**src/rtl/pfd_pkg.sv**
```systemverilog
package pfd_pkg;

    typedef enum logic [2:0] {
        PS_IDLE,
        PS_FETCH,
        PS_FETCH_WAIT,
        PS_JUDGE,
        PS_SKIP,
        PS_SKIP_WAIT,
        PS_FINISH
    } pfd_state_e;

    typedef enum logic [2:0] {
        DEST_IDLE,
        DEST_RESET,
        DEST_QUERY,
        DEST_SOFT,
        DEST_PROG
    } pfd_dest_e;

    typedef struct packed {
        pfd_dest_e dest;
        logic      keep;
    } pfd_verdict_t;

endpackage

```
**src/rtl/pfd_field_latch.sv**
```systemverilog
module pfd_field_latch #(
    parameter int POS   = 15,
    parameter int CNT_W = 5
) (
    input  logic             clk,
    input  logic             rst,
    input  logic             clr,
    input  logic             stb,
    input  logic [CNT_W-1:0] idx,
    input  logic [7:0]       data,
    output logic [7:0]       field_o
);

    localparam logic [CNT_W-1:0] POS_C = CNT_W'(POS);

    logic [7:0] field_d;
    logic [7:0] field_q;

    always_comb begin
        field_d = field_q;
        if (clr) begin
            field_d = '0;
        end else if (stb && (idx == POS_C)) begin
            field_d = data;
        end
    end

    always_ff @(posedge clk) begin
        if (rst) begin
            field_q <= '0;
        end else begin
            field_q <= field_d;
        end
    end

    assign field_o = field_q;

endmodule

```
**src/rtl/pfd_loc_match.sv**
```systemverilog
module pfd_loc_match #(
    parameter logic [7:0] BCAST_LOC = 8'hFF
) (
    input  logic [7:0] loc_field,
    input  logic [7:0] own_loc,
    output logic       match_o
);

    logic exact_hit;
    logic bcast_hit;

    always_comb begin
        exact_hit = (loc_field == own_loc);
        bcast_hit = (loc_field == BCAST_LOC);
        match_o   = exact_hit || bcast_hit;
    end

endmodule

```
**src/rtl/pfd_type_decode.sv**
```systemverilog
module pfd_type_decode
    import pfd_pkg::*;
#(
    parameter logic [7:0] CODE_RESET = 8'h52,
    parameter logic [7:0] CODE_QUERY = 8'h51,
    parameter logic [7:0] CODE_SOFT  = 8'h53,
    parameter logic [7:0] CODE_PROG  = 8'h50
) (
    input  logic [7:0]   code,
    output pfd_verdict_t verdict_o
);

    always_comb begin
        verdict_o.dest = DEST_IDLE;
        verdict_o.keep = 1'b0;
        unique case (code)
            CODE_RESET: verdict_o.dest = DEST_RESET;
            CODE_QUERY: verdict_o.dest = DEST_QUERY;
            CODE_SOFT: begin
                verdict_o.dest = DEST_SOFT;
                verdict_o.keep = 1'b1;
            end
            CODE_PROG: begin
                verdict_o.dest = DEST_PROG;
                verdict_o.keep = 1'b1;
            end
            default: begin
                verdict_o.dest = DEST_IDLE;
                verdict_o.keep = 1'b0;
            end
        endcase
    end

endmodule

```
**src/rtl/pkt_filter_dispatch.sv**
```systemverilog
module pkt_filter_dispatch
    import pfd_pkg::*;
#(
    parameter int         LOC_POS    = 15,
    parameter int         TYPE_POS   = 16,
    parameter logic [7:0] BCAST_LOC  = 8'hFF,
    parameter logic [7:0] RXCTL_ADDR = 8'h11,
    parameter logic [7:0] SKIP_CMD   = 8'h02,
    parameter logic [7:0] CODE_RESET = 8'h52,
    parameter logic [7:0] CODE_QUERY = 8'h51,
    parameter logic [7:0] CODE_SOFT  = 8'h53,
    parameter logic [7:0] CODE_PROG  = 8'h50
) (
    input  logic       clk,
    input  logic       rst,
    input  logic       start_i,
    output logic       rd_req_o,
    input  logic       rd_valid_i,
    input  logic [7:0] rd_data_i,
    output logic       wr_req_o,
    output logic [7:0] wr_addr_o,
    output logic [7:0] wr_data_o,
    input  logic       wr_done_i,
    input  logic [7:0] loc_i,
    output logic       to_idle_o,
    output logic       go_reset_o,
    output logic       go_query_o,
    output logic       go_soft_o,
    output logic       go_prog_o
);

    localparam int               CNT_W    = $clog2(TYPE_POS + 1);
    localparam logic [CNT_W-1:0] LOC_IDX  = CNT_W'(LOC_POS);
    localparam logic [CNT_W-1:0] TYPE_IDX = CNT_W'(TYPE_POS);

    typedef struct packed {
        pfd_state_e       st;
        logic [CNT_W-1:0] cnt;
        pfd_dest_e        dest;
        logic             at_type;
        logic [7:0]       waddr;
        logic [7:0]       wdata;
    } fsm_t;

    fsm_t fsm_d;
    fsm_t fsm_q;

    logic             byte_stb;
    logic [CNT_W-1:0] idx_next;
    logic [7:0]       loc_field;
    logic [7:0]       type_field;
    logic             loc_ok;
    logic             frame_clr;
    pfd_verdict_t     verdict;

    assign byte_stb  = (fsm_q.st == PS_FETCH_WAIT) && rd_valid_i;
    assign idx_next  = fsm_q.cnt + 1'b1;
    assign frame_clr = (fsm_q.st == PS_IDLE) && start_i;

    pfd_field_latch #(
        .POS   (LOC_POS),
        .CNT_W (CNT_W)
    ) i_loc_latch (
        .clk     (clk),
        .rst     (rst),
        .clr     (frame_clr),
        .stb     (byte_stb),
        .idx     (idx_next),
        .data    (rd_data_i),
        .field_o (loc_field)
    );

    pfd_field_latch #(
        .POS   (TYPE_POS),
        .CNT_W (CNT_W)
    ) i_type_latch (
        .clk     (clk),
        .rst     (rst),
        .clr     (frame_clr),
        .stb     (byte_stb),
        .idx     (idx_next),
        .data    (rd_data_i),
        .field_o (type_field)
    );

    pfd_loc_match #(
        .BCAST_LOC (BCAST_LOC)
    ) i_loc_match (
        .loc_field (loc_field),
        .own_loc   (loc_i),
        .match_o   (loc_ok)
    );

    pfd_type_decode #(
        .CODE_RESET (CODE_RESET),
        .CODE_QUERY (CODE_QUERY),
        .CODE_SOFT  (CODE_SOFT),
        .CODE_PROG  (CODE_PROG)
    ) i_type_decode (
        .code      (type_field),
        .verdict_o (verdict)
    );

    always_comb begin
        fsm_d = fsm_q;
        unique case (fsm_q.st)
            PS_IDLE: begin
                if (start_i) begin
                    fsm_d.st      = PS_FETCH;
                    fsm_d.cnt     = '0;
                    fsm_d.dest    = DEST_IDLE;
                    fsm_d.at_type = 1'b0;
                end
            end
            PS_FETCH: begin
                fsm_d.st = PS_FETCH_WAIT;
            end
            PS_FETCH_WAIT: begin
                if (rd_valid_i) begin
                    fsm_d.cnt = idx_next;
                    if (idx_next == LOC_IDX) begin
                        fsm_d.st      = PS_JUDGE;
                        fsm_d.at_type = 1'b0;
                    end else if (idx_next == TYPE_IDX) begin
                        fsm_d.st      = PS_JUDGE;
                        fsm_d.at_type = 1'b1;
                    end else begin
                        fsm_d.st = PS_FETCH;
                    end
                end
            end
            PS_JUDGE: begin
                if (!fsm_q.at_type) begin
                    if (loc_ok) begin
                        fsm_d.st = PS_FETCH;
                    end else begin
                        fsm_d.st    = PS_SKIP;
                        fsm_d.dest  = DEST_IDLE;
                        fsm_d.waddr = RXCTL_ADDR;
                        fsm_d.wdata = SKIP_CMD;
                    end
                end else begin
                    fsm_d.dest = verdict.dest;
                    if (verdict.keep) begin
                        fsm_d.st = PS_FINISH;
                    end else begin
                        fsm_d.st    = PS_SKIP;
                        fsm_d.waddr = RXCTL_ADDR;
                        fsm_d.wdata = SKIP_CMD;
                    end
                end
            end
            PS_SKIP: begin
                fsm_d.st = PS_SKIP_WAIT;
            end
            PS_SKIP_WAIT: begin
                fsm_d.waddr = '0;
                fsm_d.wdata = '0;
                if (wr_done_i) begin
                    fsm_d.st = PS_FINISH;
                end
            end
            PS_FINISH: begin
                fsm_d.st  = PS_IDLE;
                fsm_d.cnt = '0;
            end
            default: begin
                fsm_d.st = PS_IDLE;
            end
        endcase
    end

    always_ff @(posedge clk) begin
        if (rst) begin
            fsm_q.st      <= PS_IDLE;
            fsm_q.cnt     <= '0;
            fsm_q.dest    <= DEST_IDLE;
            fsm_q.at_type <= 1'b0;
            fsm_q.waddr   <= '0;
            fsm_q.wdata   <= '0;
        end else begin
            fsm_q <= fsm_d;
        end
    end

    assign rd_req_o   = (fsm_q.st == PS_FETCH);
    assign wr_req_o   = (fsm_q.st == PS_SKIP);
    assign wr_addr_o  = fsm_q.waddr;
    assign wr_data_o  = fsm_q.wdata;
    assign to_idle_o  = (fsm_q.st == PS_FINISH) && (fsm_q.dest == DEST_IDLE);
    assign go_reset_o = (fsm_q.st == PS_FINISH) && (fsm_q.dest == DEST_RESET);
    assign go_query_o = (fsm_q.st == PS_FINISH) && (fsm_q.dest == DEST_QUERY);
    assign go_soft_o  = (fsm_q.st == PS_FINISH) && (fsm_q.dest == DEST_SOFT);
    assign go_prog_o  = (fsm_q.st == PS_FINISH) && (fsm_q.dest == DEST_PROG);

endmodule

```
**config.mk**
```make
export PLATFORM = sky130hd
export DESIGN_NAME = pkt_filter_dispatch
export DESIGN_NICKNAME = d
export VERILOG_FILES = /design/src/rtl/pfd_pkg.sv /design/src/rtl/pfd_field_latch.sv /design/src/rtl/pfd_loc_match.sv /design/src/rtl/pfd_type_decode.sv /design/src/rtl/pkt_filter_dispatch.sv
export SDC_FILE = /design/constraint.sdc
export NUM_CORES = 1
export LEC_CHECK = 0
export BUFFER_PORTS_ARGS = -buffer_cell sky130_fd_sc_hd__buf_4
export CAP_MARGIN = 20
export CELL_PAD_IN_SITES_DETAIL_PLACEMENT = 1
export CELL_PAD_IN_SITES_GLOBAL_PLACEMENT = 1
export CORE_MARGIN = 10
export CORE_UTILIZATION = 41
export DETAILED_ROUTE_END_ITERATION = 7
export PLACE_DENSITY_LB_ADDON = 0.15
export REMOVE_ABC_BUFFERS = 1
export SYNTH_ARGS = -nofsm -noshare
export SYNTH_HDL_FRONTEND = slang
export SYNTH_SLANG_ARGS = --single-unit
```
**constraint.sdc**
```tcl
create_clock -name clk -period 5 [get_ports clk]
set_input_delay 0.5 -clock clk [delete_from_list [all_inputs] [get_ports clk]]
set_output_delay 0.5 -clock clk [all_outputs]
set_load 0.01 [all_outputs]
```
Word-level counts from Yosys, hierarchy flattened
Index checks and enable logic that the tools add are counted.
Word-level totals
  bits in registers: 44
  latch bits: 0
  RAM bits: 0
  ROM bits: 0
  input bits: 21
  output and inout bits: 23
  memories: 0
Cells by class
  $add $sub $neg: 1
  $mul: 0
  divide/modulo/power cells: 0
  $lt $le $gt $ge: 0
  equal/unequal tests: 24
  shift operators: 0
  multiplexer cells: 23
  bitwise gates (word level): 0
  reduce and logical (&&, ||, !) cells: 23
Operators with widths (number)
  16-bit two-way mux: 3
  8-bit by 7-bit == test with 1-bit output, second input constant: 4
  16-bit one-hot mux with 2 select lines: 1
  3-bit two-way mux: 6
  3-bit one-hot mux with 6 select lines: 1
  5-bit one-hot mux with 3 select lines: 1
  3-bit by 2-bit == test with 1-bit output, second input constant: 4
  3-bit == test, second input constant: 4
  12-bit two-way mux: 1
  3-bit one-hot mux with 4 select lines: 1
  3-bit AND reduction: 4
  1-bit logical AND: 9
  8-bit == test: 1
  8-bit == test, second input constant: 1
  8-bit two-way mux: 1
  3-bit by 1-bit == test with 1-bit output, second input constant: 2
  3-bit zero test: 2
  2-bit inequality test, second input constant: 3
  3-bit inequality test, second input constant: 2
  3-bit one-hot mux with 2 select lines: 1
  2-bit nonzero test: 3
  5-bit by 1-bit adder with 5-bit output, second input constant: 1
  5-bit by 4-bit == test with 1-bit output, second input constant: 1
  5-bit == test, second input constant: 1
  8 further kinds: 13

Depth between registers and ports, before layout
Gate-level depths: netlist of the first run.
  depth after elaboration: 6
  gate-level depth with buffers: 7
  gate-level depth less buffers: 6

Modules after synthesis
A second synthesis of the first run with hierarchy kept.
Second synthesis, totals
  cells, all modules: 224
  area, all modules: 1901.8 um^2
By module, submodules not included
  pkt_filter_dispatch: instances 1, cells an instance 126, area an instance 989.7 um^2
  pfd_field_latch (i_type_latch): instances 1, cells an instance 38, area an instance 387.9 um^2
  pfd_field_latch (i_loc_latch): instances 1, cells an instance 40, area an instance 367.9 um^2
  pfd_loc_match: instances 1, cells an instance 13, area an instance 101.3 um^2
  pfd_type_decode: instances 1, cells an instance 7, area an instance 55.1 um^2

Worst setup path after synthesis of the first run
Ideal clock, no wire load.
  kind: register -> register
  start point: register fsm_q[20] (netlist name)
  end point: register i_loc_latch.field_q[4] (netlist: i_loc_latch.field_o[4])
  library setup time: 0.132 ns
  arrival: 1.815 ns
  required time: 4.868 ns
  setup slack: 3.053 ns
  cell stages (with the launch flop): 7
  path buffers: 0
  clock period less this slack: 1.947 ns
  cell sequence: dfxtp_1 -> ha_1 -> xnor2_1 -> or3b_4 -> nor3_4 -> mux2i_1 -> nor2_1
Between the ends
  cells in the longest elaborated chain, start to end: 3
RTL lines
  start, declared: RTL line pkt_filter_dispatch.sv:46  | fsm_t fsm_q;
  start signal, assigned: RTL line pkt_filter_dispatch.sv:182  | fsm_q <= fsm_d;
  5-bit by 1-bit adder with 5-bit output: RTL line pkt_filter_dispatch.sv:57  | assign idx_next = fsm_q.cnt + 1'b1;
  5-bit by 4-bit == test with 1-bit output: RTL line pfd_field_latch.sv:23  | end else if (stb && (idx == POS_C)) begin
  1-bit logical AND: RTL line pfd_field_latch.sv:23
  end signal, assigned: RTL line pfd_field_latch.sv:32  | field_q <= field_d;
  end, declared: RTL line pfd_field_latch.sv:17  | logic [7:0] field_q;
Every way passes these cells.
A chain may end at the register's enable or synchronous reset.

Final worst setup path of the first run
  start point: register fsm_q[26] (netlist name)
  end point: register i_type_latch.field_q[3] (netlist: i_type_latch.field_o[3])
Between the ends
  cells in the longest elaborated chain, start to end: 3
  elaborated cells between the ends (all ways): 6
  classes of those cells: eq/ne (1); reduce/logical (5)
RTL lines (RTL line)
  3-bit by 2-bit == test with 1-bit output or 3-bit zero test (tied branches): pkt_filter_dispatch.sv:56, pkt_filter_dispatch.sv:58
  1-bit logical AND (on tied branches): pkt_filter_dispatch.sv:56, pkt_filter_dispatch.sv:58
  1-bit logical AND or 2-bit OR reduction (tied branches)
  end signal, assigned: pfd_field_latch.sv:32
  end, declared: pfd_field_latch.sv:17
Parallel ways exist; a longest one is shown, timed or not.

==> results of run 1 <==
==> through the flow <==
step	cells	util [%]	hold slack (ps)	total power, mW
floorplan	196	-	452	0.269
global placement	276	47.3	469	0.294
detailed placement	276	47.3	490	0.295
CTS	284	49.4	464	0.481
global route	285	49.6	475	0.500
finish	285	49.6	474	0.475
==> power breakdown <==
group | internal (mW) | switching [mW] | total [mW]
clock network | 0.0961 | 0.0877 | 0.184
registers | 0.233 | 0.00604 | 0.239
logic | 0.0233 | 0.0290 | 0.0522
==> worst paths after layout <==
path | end | depth (start not counted)
max | i_type_latch.field_o[3] | 5
min | i_type_latch.field_o[7] | 3
max reg2reg | i_type_latch.field_o[3] | 5
min reg2reg | i_type_latch.field_o[5] | 2
==> layer usage <==
layer  routed length (um)  up-vias
met4                   51        0
met2                 2330       27
met1                 1850      725
met3                  229        6
met5                    0        -
li1                     -      756
==> worst register-to-register path, cell delays in order (launching register included) <==
cell	delay [ps]
sky130_fd_sc_hd__dfxtp_1	620
sky130_fd_sc_hd__or3b_2	550
sky130_fd_sc_hd__nor2_1	260
sky130_fd_sc_hd__o2111a_1	510
sky130_fd_sc_hd__mux2i_1	240
sky130_fd_sc_hd__nor2_1	50
==> synthesized netlist by cell type, types with 3 or more instances <==
cell,n
sky130_fd_sc_hd__nand3_1,5
sky130_fd_sc_hd__dfxtp_1,29
sky130_fd_sc_hd__nand2b_1,5
sky130_fd_sc_hd__buf_4,17
sky130_fd_sc_hd__a22o_1,3
sky130_fd_sc_hd__a21oi_1,9
sky130_fd_sc_hd__nor3_1,4
sky130_fd_sc_hd__nor4_1,4
sky130_fd_sc_hd__o21ai_0,7
sky130_fd_sc_hd__clkbuf_1,6
sky130_fd_sc_hd__inv_1,5
sky130_fd_sc_hd__o31ai_1,3
sky130_fd_sc_hd__nor2b_1,3
sky130_fd_sc_hd__xor2_1,9
sky130_fd_sc_hd__mux2i_1,16
sky130_fd_sc_hd__ha_1,3
sky130_fd_sc_hd__nor2_1,36
sky130_fd_sc_hd__nand4_1,3
sky130_fd_sc_hd__nand2_1,8
==> cells by family (layout without fill, tap and decap cells) <==
group,Yosys count,in the layout,synth area share (%)
AO/OA/AOI/OAI,38,38,15.0
XOR/XNOR,11,11,5.57
adder cells (fa/ha/maj),3,3,2.17
buffers and inverters,29,44,10.1
flip-flops,29,29,33.6
multiplexers,16,16,9.26
other,1,13,0.217
AND/OR/NAND/NOR,81,81,24.2
==> cell type report <==
cell class	count	area (um2)
inverter	5	18.8
clock buffer	6	72.6
timing repair buffer	31	233
tap	50	62.6
multi-input combinational	162	1020
clock inverter	2	10.0
fill	513	2030
sequential	29	581
==> flip-flops by register name, summed over array words and instances, names as in the netlist <==
name / count
i_type_latch.field_o: 8
i_loc_latch.field_o: 8
wr_addr_o: 1
fsm_q: 12
==> flow_summary.json, run 1 <==
{
  "num-nets-final": 258,
  "critPathSlowestCell": "sky130_fd_sc_hd__dfxtp_1",
  "total_wirelength_um": 4450,
  "drt-pass1-iter-count": 5,
  "post_cts_hold_fix_bufs": 0,
  "timing.setup.tns_ps": 0,
  "grt_use_met2_pct": 22.4,
  "finalCritPeriodShare_pct": 47.1,
  "yosys-top-cells-area": "sky130_fd_sc_hd__dfxtp_1 34%, sky130_fd_sc_hd__mux2i_1 9.3%, sky130_fd_sc_hd__nor2_1 7.8%",
  "vias": 1514,
  "final_layout_size_suffix_gt1_share_pct": 18.3,
  "critPathTopFamily": "simple AND/OR/NAND/NOR gates",
  "postSynth.asyncResetShare_pct": 0,
  "setup.worst_path.end_class": "register",
  "cts-root-to-sink-buffers": 2,
  "buffer_ports.inserted": 30,
  "grt_pass1_vias": 1637,
  "synth_warnings": 0,
  "drt-initial-drc-count": 40,
  "global_route.overflow_total": 0,
  "cts_tree": "yes",
  "mostFrequentLayoutCells": "36 x sky130_fd_sc_hd__nor2_1, 31 x sky130_fd_sc_hd__buf_4, 29 x sky130_fd_sc_hd__dfxtp_1",
  "vdd_ir_drop_max_v": 0.000119,
  "synth-seq-cells": 29,
  "ant_nets": 0,
  "worst_ep_arrival_time_ps": 2500,
  "pwr_density_cell_nw_per_um2": 238,
  "setup_viol": 0,
  "flow.area_growth_from_synthesis_pct": 15.5,
  "timing.clock.skew_ps": 5.65,
  "clk_transition_reported_paths_ps": 60,
  "htree_levels": 2,
  "synth_edf_count": 0,
  "crit_chain": "or3b_2 -> nor2_1 -> o2111a_1 -> mux2i_1 -> nor2_1",
  "die_h_um": 84.9,
  "globalRouteTotalUtil_pct": 12.7,
  "p_leak_nw": 0.816,
  "die-area_um2": 7210,
  "post_cts_resize_count": 0,
  "grt_setup_unrepaired": "no",
  "reg2reg_setup_slack_ps": 2640,
  "hold_viol": 0,
  "synth-seq-area-share_pct": 33.6,
  "final_cell_area_um2": 2000,
  "root_buffer": "sky130_fd_sc_hd__clkbuf_8",
  "place_worst_setup_slack_ps": 2590,
  "gpl.final_weighted_congestion": 0.797,
  "setup.worst_path.class": "reg2reg",
  "core-area_um2": 4030,
  "worst_skew_pair.late_latency_ps": 280,
  "crit_path_max_fanout": 17,
  "timing.critical_path.from": "fsm_q[26]",
  "cp.buffers_inverters": 0,
  "start_kind": "register",
  "global_route.peak_usage_layer": "met2",
  "cts-buffers-inserted": 5,
  "antenna-diode-count": 0,
  "drcViolationCount": 0,
  "num_rows": 23,
  "maxClockFrequency_mhz": 424,
  "synth_cells": 208,
  "crit_top_cell": "sky130_fd_sc_hd__nor2_1",
  "fin_ws_ps": 2640,
  "dp_hpwl_um": 3570,
  "rr_startpoint": "fsm_q[26]",
  "fin_crit_ps": 2360,
  "routedWlPerCell_um": 15.6,
  "outcome": "finished clean",
  "die-width_um": 84.9,
  "grt_first_pass_wirelength_um": 7670,
  "worstHoldPathType": "in2reg",
  "drv_slew": 0,
  "pin_count_of_the_biggest_net_entering_global_routing": 18,
  "final_common_cell": "sky130_fd_sc_hd__nor2_1",
  "post-synth-top-area-cell": "sky130_fd_sc_hd__dfxtp_1",
  "design.portCount": 44,
  "placed_inst_area_um2": 1910,
  "grt_use_met3_pct": 4.30,
  "timing.max_cap.violations": 0,
  "grt_use_met1_pct": 13.4,
  "drt-vias-per-instance": 5.31,
  "yosys.cell_types.count": 43,
  "timing_worst_slew_pin_value_ps": 545,
  "floorplan.initialDensity_pct": 42.9,
  "slowest_delay_ps": 620,
  "cp_data_required_time_ps": 5150,
  "clock_sink_count": 29,
  "syn_area_um2": 1730,
  "synth.top_cell.area_share_pct": 33.6,
  "postCtsSetupBuffers": 0,
  "worst_slew_margin_rel_pct": 63.6,
  "grt_antenna_before_repair": 0,
  "worst_hold_startpoint": "rd_data_i[7]",
  "syn_avg_cell_area_um2": 8.31,
  "synthFlopType": "sky130_fd_sc_hd__dfxtp_1"
}
(Power assumes the default switching activity.)
==> run 2, diff against run 1 <==
--- a/config.mk
+++ b/config.mk
@@ -5,12 +5,13 @@
 export SDC_FILE = /design/constraint.sdc
 export NUM_CORES = 1
 export LEC_CHECK = 0
+export ABC_AREA = 1
 export BUFFER_PORTS_ARGS = -buffer_cell sky130_fd_sc_hd__buf_4
 export CAP_MARGIN = 20
 export CELL_PAD_IN_SITES_DETAIL_PLACEMENT = 1
 export CELL_PAD_IN_SITES_GLOBAL_PLACEMENT = 1
 export CORE_MARGIN = 10
-export CORE_UTILIZATION = 41
+export CORE_UTILIZATION = 33
 export DETAILED_ROUTE_END_ITERATION = 7
 export PLACE_DENSITY_LB_ADDON = 0.15
 export REMOVE_ABC_BUFFERS = 1
==> constraint.sdc (replaced) <==
create_clock -name clk -period 2.1 [get_ports clk]
set_input_delay 0.21 -clock clk [delete_from_list [all_inputs] [get_ports clk]]
set_output_delay 0.21 -clock clk [all_outputs]
set_load 0.01 [all_outputs]
==> run 2 against run 1 <==
  * Cell count up 24%
  * Synthesized area about the same
  * Clock power up 150%
  * Via count up 6.3%
  * Utilization down 10 points
  * Setup slack worse by 2300 ps
  * Flip-flop and latch count unchanged
  * Critical path type unchanged
==> flow_summary.json, run 2 <==
{
  "grt_first_pass_wirelength_um": 7490,
  "antenna-diode-count": 0,
  "drcViolationCount": 0,
  "yosys-top-cells-area": "sky130_fd_sc_hd__dfxtp_1 34%, sky130_fd_sc_hd__nand2_1 10%, sky130_fd_sc_hd__buf_4 7.0%",
  "die_h_um": 92.4,
  "setup_viol": 0,
  "synthTopCellsByCount": "47 x sky130_fd_sc_hd__nand2_1, 32 x sky130_fd_sc_hd__nor2_1, 31 x sky130_fd_sc_hd__inv_1, 29 x sky130_fd_sc_hd__dfxtp_1, 21 x sky130_fd_sc_hd__a21oi_1",
  "gpl.final_weighted_congestion": 0.764,
  "synth_edf_count": 0,
  "stdcell_count": 353,
  "final_cell_area_um2": 2020,
  "worst_ep_arrival_time_ps": 1930,
  "synth_xor_xnor_area_share_pct": 4.06,
  "synthMostInstantiatedCell": "sky130_fd_sc_hd__nand2_1",
  "synth-seq-area-share_pct": 33.6,
  "post_cts_resize_count": 0,
  "timing.max_cap.violations": 0,
  "clock_sink_count": 29,
  "core-area_um2": 5110,
  "mostFrequentLayoutCells": "47 x sky130_fd_sc_hd__nand2_1, 32 x sky130_fd_sc_hd__nor2_1, 31 x sky130_fd_sc_hd__inv_1",
  "buffer_ports.inserted": 30,
  "synth_cells": 254,
  "pin_count_of_the_biggest_net_entering_global_routing": 16,
  "htree_levels": 2,
  "start_kind": "register",
  "grt_antenna_before_repair": 0,
  "outcome": "finished clean",
  "timing.setup.tns_ps": 0,
  "synthFlopType": "sky130_fd_sc_hd__dfxtp_1",
  "postSynth.asyncResetShare_pct": 0,
  "total_wirelength_um": 4270,
  "dp_hpwl_um": 3490,
  "hold-path-cell-count": 3,
  "fraction_of_the_mapped_netlist_area_in_compound_gates_pct": 12.5,
  "design.portCount": 44,
  "fin_util_pct": 39.6,
  "setup.worst_path.class": "reg2reg",
  "p_leak_nw": 0.869,
  "global_route.overflow_total": 0,
  "flow.area_growth_from_synthesis_pct": 17.0,
  "drt-initial-drc-count": 65,
  "crit_path_max_fanout": 11,
  "grt_pass1_vias": 1639,
  "place_inst": 346,
  "synthAdderAreaFrac_pct": 2.17,
  "syn_area_um2": 1730,
  "vias": 1609,
  "drt-pass1-iter-count": 4,
  "num_rows": 26,
  "post-synth-top-area-cell": "sky130_fd_sc_hd__dfxtp_1",
  "num-nets-final": 307,
  "post_synth_mux_area_share_pct": 0,
  "post_cts_hold_fix_bufs": 0,
  "worstHoldPathType": "in2reg",
  "synth.top_cell.area_share_pct": 33.6,
  "globalRouteTotalUtil_pct": 10.6,
  "reg2regPathDepth": 8,
  "cts-buffers-inserted": 5,
  "cts_tree": "yes",
  "finalCritPeriodShare_pct": 84.0,
  "drv_slew": 0,
  "final_layout_size_suffix_gt1_share_pct": 18.4,
  "routedWlPerCell_um": 12.1,
  "hold_viol": 0,
  "grt_setup_unrepaired": "no",
  "cp_data_required_time_ps": 2260,
  "setup.worst_path.end_class": "register",
  "clk_transition_reported_paths_ps": 60,
  "root_buffer": "sky130_fd_sc_hd__clkbuf_8",
  "largest-register": "fsm_q",
  "yosys.area_share.simple_pct": 30.5,
  "drt-vias-per-instance": 4.56,
  "syn_avg_cell_area_um2": 6.80,
  "final_common_cell": "sky130_fd_sc_hd__nand2_1",
  "maxClockFrequency_mhz": 567,
  "design_power_total_mw": 1.26,
  "pwr_density_cell_nw_per_um2": 623,
  "timing.clock.skew_ps": 6.15,
  "die-width_um": 92.4,
  "synth_top_family_by_area": "simple AND/OR/NAND/NOR gates",
  "cts-root-to-sink-buffers": 2,
  "yosys.cell_types.count": 28,
  "synth-seq-cells": 29,
  "ant_nets": 0,
  "die-area_um2": 8530,
  "placed_inst_area_um2": 1940,
  "postCtsSetupBuffers": 0,
  "floorplan.initialDensity_pct": 33.8,
  "fin_crit_ps": 1760,
  "worst_skew_pair.late_latency_ps": 280,
  "synth_warnings": 0,
  "largest_register_ff_count": 12,
  "vdd_ir_drop_max_v": 0.000315
}
==> run 2: changes by cell type in the layout (fill, tap and decap cells not counted), sizes merged, moves of 5 or more <==
cell	delta
xor2	-7
o21ai	+9
mux2i	-16
nand3	+10
nand2b	-5
nand2	+41
a21oi	+12
inv	+33
==> run 2: area by class of cell <==
cell class / instances / area (um2)
fillers: 697 / 3090
repair buffers: 30 / 225
inverters: 38 / 143
flip-flops and latches: 29 / 581
well taps: 70 / 87.6
clock buffers: 7 / 86.3
multi-input cells: 179 / 900
==> run 2: path summary, 6_finish.rpt <==
kind                                start                      end  slack (ps)
setup / recovery                fsm_q[21]   i_loc_latch.field_o[4]         340
hold / removal               rd_data_i[0]   i_loc_latch.field_o[0]         170
setup reg to reg                fsm_q[21]   i_loc_latch.field_o[4]         340
hold reg to reg   i_type_latch.field_o[7]  i_type_latch.field_o[7]         460
==> run 2: worst max-delay path, cell delays in order, from the launching register on <==
cell	delay [ps]
sky130_fd_sc_hd__dfxtp_1	400
sky130_fd_sc_hd__ha_1	210
sky130_fd_sc_hd__nand3_1	100
sky130_fd_sc_hd__xor2_1	210
sky130_fd_sc_hd__nand3_1	200
sky130_fd_sc_hd__nor2_4	190
sky130_fd_sc_hd__inv_2	120
sky130_fd_sc_hd__o21ai_0	170
sky130_fd_sc_hd__a21oi_1	50
==> run 2: cell families (layout without fill, tap and decap cells) <==
family / count (synthesis) / after routing
XOR/XNOR: 8 / 8
buffers and inverters: 58 / 75
AND/OR/NAND/NOR: 114 / 114
other: 1 / 13
adder cells (fa/ha/maj): 3 / 3
flip-flops: 29 / 29
AO/OA/AOI/OAI: 41 / 41
==> run 2: metrics by stage <==
step | hold slack [ps] | setup slack [ps]
after floorplan | 279 | 548
after global placement | 439 | 419
after detailed placement | 456 | 310
after CTS | 165 | 299
after global routing | 172 | 38.3
final | 172 | 335
==> run 2: metal layers <==
layer / routed length, um / track usage, % / vias to the layer above / part of all wire [%]
li1: - / - / 838 / -
met1: 2030 / 12.6 / 725 / 48
met2: 1900 / 17.1 / 40 / 44
met3: 283 / 4.36 / 6 / 6.6
met4: 58 / 3.47 / 0 / 1.4
met5: 0 / 0 / - / 0
==> run 2: report_power, final <==
group | switching (mW) | internal, mW | total [mW] | leakage, nW
Clock | 0.198 | 0.259 | 0.457 | 0.0443
Sequential | 0.0192 | 0.569 | 0.588 | 0.235
Combinational | 0.132 | 0.0818 | 0.214 | 0.590
